[config.mk]
export PLATFORM = sky130hd
export DESIGN_NAME = dtins_pair
export DESIGN_NICKNAME = d
export VERILOG_FILES = /design/src/rtl/dtins_pkg.sv /design/src/rtl/dtins_cfg.sv /design/src/rtl/dtins_chan.sv /design/src/rtl/dtins_pair.sv
export SDC_FILE = /design/constraint.sdc
export NUM_CORES = 1
export LEC_CHECK = 0
export ABC_AREA = 1
export BUFFER_PORTS_ARGS = -buffer_cell sky130_fd_sc_hd__clkbuf_2
export CORE_MARGIN = 1
export CORE_UTILIZATION = 40
export CTS_CLUSTER_SIZE = 16
export DETAILED_ROUTE_END_ITERATION = 8
export PLACE_DENSITY_LB_ADDON = 0.08
export SLEW_MARGIN = 20
export SYNTH_ARGS = -nofsm -noshare
export SYNTH_HDL_FRONTEND = slang
export SYNTH_HIERARCHICAL = 1
export SYNTH_SLANG_ARGS = --single-unit
[constraint.sdc]
create_clock -name clk -period 4.4 [get_ports clk]
set_clock_uncertainty 0.15 [all_clocks]
set_input_delay 0.88 -clock clk [delete_from_list [all_inputs] [get_ports clk]]
set_output_delay 0.88 -clock clk [all_outputs]
set_load 0.05 [all_outputs]
[src/rtl/dtins_pkg.sv]
package dtins_pkg;

  // guard length in clock cycles for a given code
  function automatic int unsigned dt_cycles(int unsigned code, int unsigned scale);
    return code * scale;
  endfunction

  // counter width that holds the longest guard
  function automatic int unsigned dt_cnt_width(int unsigned code_w, int unsigned scale);
    return code_w + $clog2(scale);
  endfunction

endpackage

[src/rtl/dtins_cfg.sv]
module dtins_cfg #(
  parameter int DT_W     = 4,
  parameter int DT_SCALE = 4,
  parameter int CNT_W    = 6
) (
  input  logic             comb_en,
  input  logic [DT_W-1:0]  dt_val,
  output logic             dt_en,
  output logic [CNT_W-1:0] ld_val
);

  localparam int unsigned SCALE_U = DT_SCALE;

  logic [31:0] guard_len;

  assign dt_en     = comb_en && (dt_val != '0);
  assign guard_len = dtins_pkg::dt_cycles(int'(dt_val), SCALE_U);
  // counter is loaded with length-1 so the output moves exactly length edges later
  assign ld_val    = CNT_W'(guard_len - 32'd1);

endmodule

[src/rtl/dtins_chan.sv]
module dtins_chan #(
  parameter int CNT_W = 6
) (
  input  logic             clk,
  input  logic             rst_n,
  input  logic             dt_en,
  input  logic [CNT_W-1:0] ld_val,
  input  logic             raw_act,
  output logic             act,
  output logic             pend
);

  logic [CNT_W-1:0] cnt_q;

  always_ff @(posedge clk or negedge rst_n) begin
    if (!rst_n) begin
      act   <= 1'b0;
      pend  <= 1'b0;
      cnt_q <= '0;
    end else if (!dt_en) begin
      act   <= raw_act;
      pend  <= 1'b0;
      cnt_q <= '0;
    end else if (!raw_act) begin
      act   <= 1'b0;
      pend  <= 1'b0;
      cnt_q <= '0;
    end else if (act) begin
      act   <= 1'b1;
    end else if (!pend) begin
      pend  <= 1'b1;
      cnt_q <= ld_val;
    end else if (cnt_q == '0) begin
      act   <= 1'b1;
      pend  <= 1'b0;
    end else begin
      cnt_q <= cnt_q - 1'b1;
    end
  end

endmodule

[src/rtl/dtins_pair.sv]
module dtins_pair #(
  parameter int DT_W     = 4,
  parameter int DT_SCALE = 4
) (
  input  logic            clk,
  input  logic            rst_n,
  input  logic [1:0]      raw_lvl,
  input  logic [1:0]      pol,
  input  logic            comb_en,
  input  logic [DT_W-1:0] dt_val,
  output logic [1:0]      pwm_out
);

  localparam int NCH   = 2;
  localparam int CNT_W = int'(dtins_pkg::dt_cnt_width(DT_W, DT_SCALE));

  logic             dt_en;
  logic [CNT_W-1:0] ld_val;
  logic [NCH-1:0]   ract;
  logic [NCH-1:0]   act;
  logic [NCH-1:0]   pend;

  dtins_cfg #(.DT_W(DT_W), .DT_SCALE(DT_SCALE), .CNT_W(CNT_W)) u_cfg (
    .comb_en (comb_en),
    .dt_val  (dt_val),
    .dt_en   (dt_en),
    .ld_val  (ld_val)
  );

  for (genvar i = 0; i < NCH; i++) begin : g_ch
    // activity is polarity independent: 1 means the channel wants to drive
    assign ract[i] = raw_lvl[i] ^ pol[i];

    dtins_chan #(.CNT_W(CNT_W)) u_chan (
      .clk     (clk),
      .rst_n   (rst_n),
      .dt_en   (dt_en),
      .ld_val  (ld_val),
      .raw_act (ract[i]),
      .act     (act[i]),
      .pend    (pend[i])
    );

    assign pwm_out[i] = act[i] ^ pol[i];
  end

endmodule

# Word-level counts from Yosys, hierarchy flattened
# Index checks and enable logic that the tools add are counted.
dict set report totals {
  ram_bits 0
  input_bits 11
  out_inout_bits 2
  memories 0
  word_cells 53
  latchBits 0
  romBits 0
  reg_bits 16
}
dict set report op_classes {
  mul 0
  n_addsub 3
  shifts 0
  n_lt_le_gt_ge 0
  n_eq_ne 4
  reduce_logical 6
  n_bitwise 4
  n_mux 30
  div 0
}
# operator n
set ops {}
lappend ops {{$mux W6} 10}
lappend ops {{$mux W1} 20}
lappend ops {{$sub A6 B1 Y6 const B} 3}
lappend ops {{$logic_not A6 Y1} 2}
lappend ops {{$ne A4 B4 Y1 const B} 2}
lappend ops {{$ne A3 B3 Y1 const B} 2}
lappend ops {{$reduce_and A2 Y1} 2}
lappend ops {{$reduce_bool A4 Y1} 1}
lappend ops {{$xor A1 B1 Y1} 4}
lappend ops {{$logic_and A1 B1 Y1} 1}

# Depth between registers and ports, before layout
dict set report logic_depth {
  word_depth 6
  mapped_depth 9
  mapped_depth_nobuf 9
}

# Modules after synthesis
# The synthesis kept the hierarchy.
# mod instances seq_area_each_um2 cells_per_inst area_each_um2
set by_module_without_submodules {}
lappend by_module_without_submodules {dtins_chan 2 200.2 71 533.0}
lappend by_module_without_submodules {dtins_cfg 1 0.0 16 88.8}
lappend by_module_without_submodules {dtins_pair 1 0.0 18 67.6}

# Least setup slack after synthesis
# Ideal clock, no wire load.
dict set report synth_timing {
  kind {input port to output port}
  from {in pol[0]}
  to {out pwm_out[0]}
  required_time_ns 3.370
  slack_ns 2.061
  arrival_time_ns 1.309
  path_stages 3
  path_buffers 0
  cell_sequence {inv_1 -> nand2_1 -> nand2_1}
}
dict set report synth_via {
  elab_chain_cells 1
}
# element line_no
set synth_rtl {}
lappend synth_rtl {{start: declaration} dtins_pair.sv:8} ;# input logic [1:0] pol,
lappend synth_rtl {{$xor A1 B1 Y1} dtins_pair.sv:44} ;# assign pwm_out[i] = act[i] ^ pol[i];
lappend synth_rtl {{end: declaration} dtins_pair.sv:11} ;# output logic [1:0] pwm_out
# No other way between the ends.

# Worst setup path after layout
dict set report layout_timing {
  from {in pol[1]}
  to {out pwm_out[1]}
}
# Same word-level chain as after synthesis.

==> impl_metrics.tcl <==
set metrics [dict create \
    drive_gt1_share_pct 17.0 \
    ctsHtreeMaxLevel 1 \
    hpwl_mm 2.07 \
    syn-cell-area_sq_mm 0.00122 \
    grt_setup_unrepaired "no" \
    ir_worst_vdd_mv 0.122 \
    grt_max_degree 17 \
    finalSetupViolCount 0 \
    avgViaCountPerCell 5.15 \
    cts_setup_buffers 0 \
    p_int_uw 226 \
    drv_slew 0 \
    drt-wirelength-per-cell_microns 12.2 \
    drc 2 \
    path_class "in2out" \
    finalCritPeriodShare_pct 55.6 \
    nets 206 \
    synth-edff-count 0 \
    yosysSeqAreaShare_pct 32.8 \
    combPwrFrac_pct 30.4 \
    grt_pass1_vias 1057 \
    max_cap_viol_count 0 \
    num_vias 1128 \
    whs_ps 372 \
    dr.pass1.iters 6 \
    fmax_mhz 409 \
    clk_latency_ps 290 \
    cts-root-buf "clkbuf_4" \
    synth_common_cells "45 x nand2_1, 28 x inv_1, 17 x nand3_1, 17 x nor2_1, 16 x dfrtp_1" \
    ys_top_cells_by_area "dfrtp_1 33%, nand2_1 14%, inv_1 8.6%" \
    cts_tree "done" \
    p_switching_uw 132 \
    syn_inst 176 \
    async_reset_ff_share_pct 100 \
    fp.dieH_microns 57.3 \
    drt.antenna.violating_nets 0 \
    std_cell_rows 19 \
    syn_avg_cell_area_sq_um 6.95 \
    yosysMostFrequentCell "nand2_1" \
    status "complete, but fails checks" \
    start_kind "input port" \
    grt.overflow.total 0 \
    clockBufferDepth 2 \
    worstPathMaxFanout 3 \
    finalHoldViolCount 0 \
    core_area_sq_mm 0.00283 \
    cts_resized 0 \
    cts_sinks 16 \
    end_kind "primary output" \
    clockPowerShare_pct 22.3 \
    portBuffers 12 \
    dieArea_sq_mm 0.00328 \
    cp-startpoint "pol[1]" \
    crit_required_ps 3370 \
    swShare_pct 36.8 \
    syn_to_final_growth_pct 7.17 \
    path_clk_slew_ps 100 \
    ys_warn_count 6 \
    die_w_microns 57.3 \
    r2r_start "g_ch[0].u_chan/cnt_q[0]$_DFFE_PN0P_" \
    fin_crit_ps 2450 \
    wl_mm 2.67 \
    synth_top_cell_by_area "dfrtp_1" \
    cts_buffers 3 \
    synth_cell_type_count 22 \
    synth_top_area_share_pct 32.8 \
    cts_hold_buffers 0 \
    drtIter0Drc 45 \
    p_leak_nw 0.734 \
    io_pins 13 \
    pwr_density_cell_mw_per_mm2 273 \
    place_congestion 0.822 \
    grt_first_pass_wirelength_mm 4.65 \
    power_uw 358 \
    hold_path.class "in2async" \
    initial_core_util_pct 43.2 \
    grt_usage_pct 18.7 \
    antenna_found_initial 0 \
    violations "DRC" \
    antenna_cells 0 \
    ys_seq_elements 16 \
    fin_setup_tns_ps 0 \
    synth_ff_type "dfrtp_1" \
    cp.arrival_ps 1420 \
    p_seq_share_pct 47.3 \
]
[stage by stage]
step           utilization (%)  instance area [sq um]  worst slack (ps)  std cells
6_report                  46.3                   1310              1950        219
5_1_grt                   46.3                   1310              1870        219
4_1_cts                   46.3                   1310              1940        219
3_5_place_dp              45.5                   1290              1910        216
3_3_place_gp              45.5                   1290              1940        216
2_1_floorplan                -                   1230              2060        177
[state kept, by name (all words and copies together) (netlist names)]
register           flops
g_ch.u_chan/pend       2
g_ch.u_chan/act        2
g_ch.u_chan/cnt_q     12
[final timing paths]
path | end | slack [ps] | cells past startpoint
setup / recovery | pwm_out[1] | 1950 | 5
hold / removal | g_ch[0].u_chan/cnt_q[4]$_DFFE_PN0P_ | 370 | 1
setup reg to reg | g_ch[0].u_chan/cnt_q[0]$_DFFE_PN0P_ | 2830 | 9
hold reg to reg | g_ch[1].u_chan/cnt_q[5]$_DFFE_PN0P_ | 420 | 2
max in group asynchronous | g_ch[1].u_chan/act$_DFF_PN0_ | 3420 | 1
min in group clk | g_ch[1].u_chan/cnt_q[5]$_DFFE_PN0P_ | 420 | 2
[worst max-delay path: stages]
cell,delay (ps)
clkbuf_2,100
inv_1,70
nand2_1,50
nand2_1,60
clkbuf_2,270
[cells in the final DEF, fill, tap and decap left out]
cell      count
a21boi_0      2
a21boi_1      1
a21oi_1       2
clkbuf_2     12
clkbuf_4      3
conb_1        2
dfrtp_1      16
ha_1          5
inv_1        28
nand2_1      45
nand2_2       4
nand3_1      17
nand3_2       4
nand3b_1      2
nand4_1       4
nor2_1       17
nor2_2        3
o21ai_0      10
o21ai_2       4
o31ai_1       2
or2_2         2
xor2_1        3
[metal layers]
metal  part of all wire (%)  vias up  global-route usage [%]
met5                      0        -                       0
met4                    1.5        0                    8.71
met3                    5.9        4                    2.27
met2                     41       37                    26.7
met1                     52      507                    28.0
li1                       -      580                       -
[power by group through the flow]
stage               sequential (mW)  clock, mW  combinational, mW
finish                        0.169     0.0799              0.109
global placement              0.172          0              0.108
floorplan                     0.167          0             0.0893
CTS                           0.169     0.0860              0.109
global route                  0.171     0.0902              0.125
detailed placement            0.172          0              0.108
[cell families after synthesis]
logic type | synth area share [%]
compound gates | 10.8
simple gates | 37.2
fa+ha+maj | 5.12
other cells | 0.307
xor+xnor | 2.15
flops | 32.8
buf+inv | 11.7
[layout make-up]
cell class | count | area [sq um]
fill | 295 | 1520
multi-input combinational | 129 | 683
sequential | 16 | 400
inverter | 28 | 105
timing repair buffer | 12 | 60.1
tap | 31 | 38.8
clock buffer | 3 | 22.5
Power figures use the tool's default switching activity.
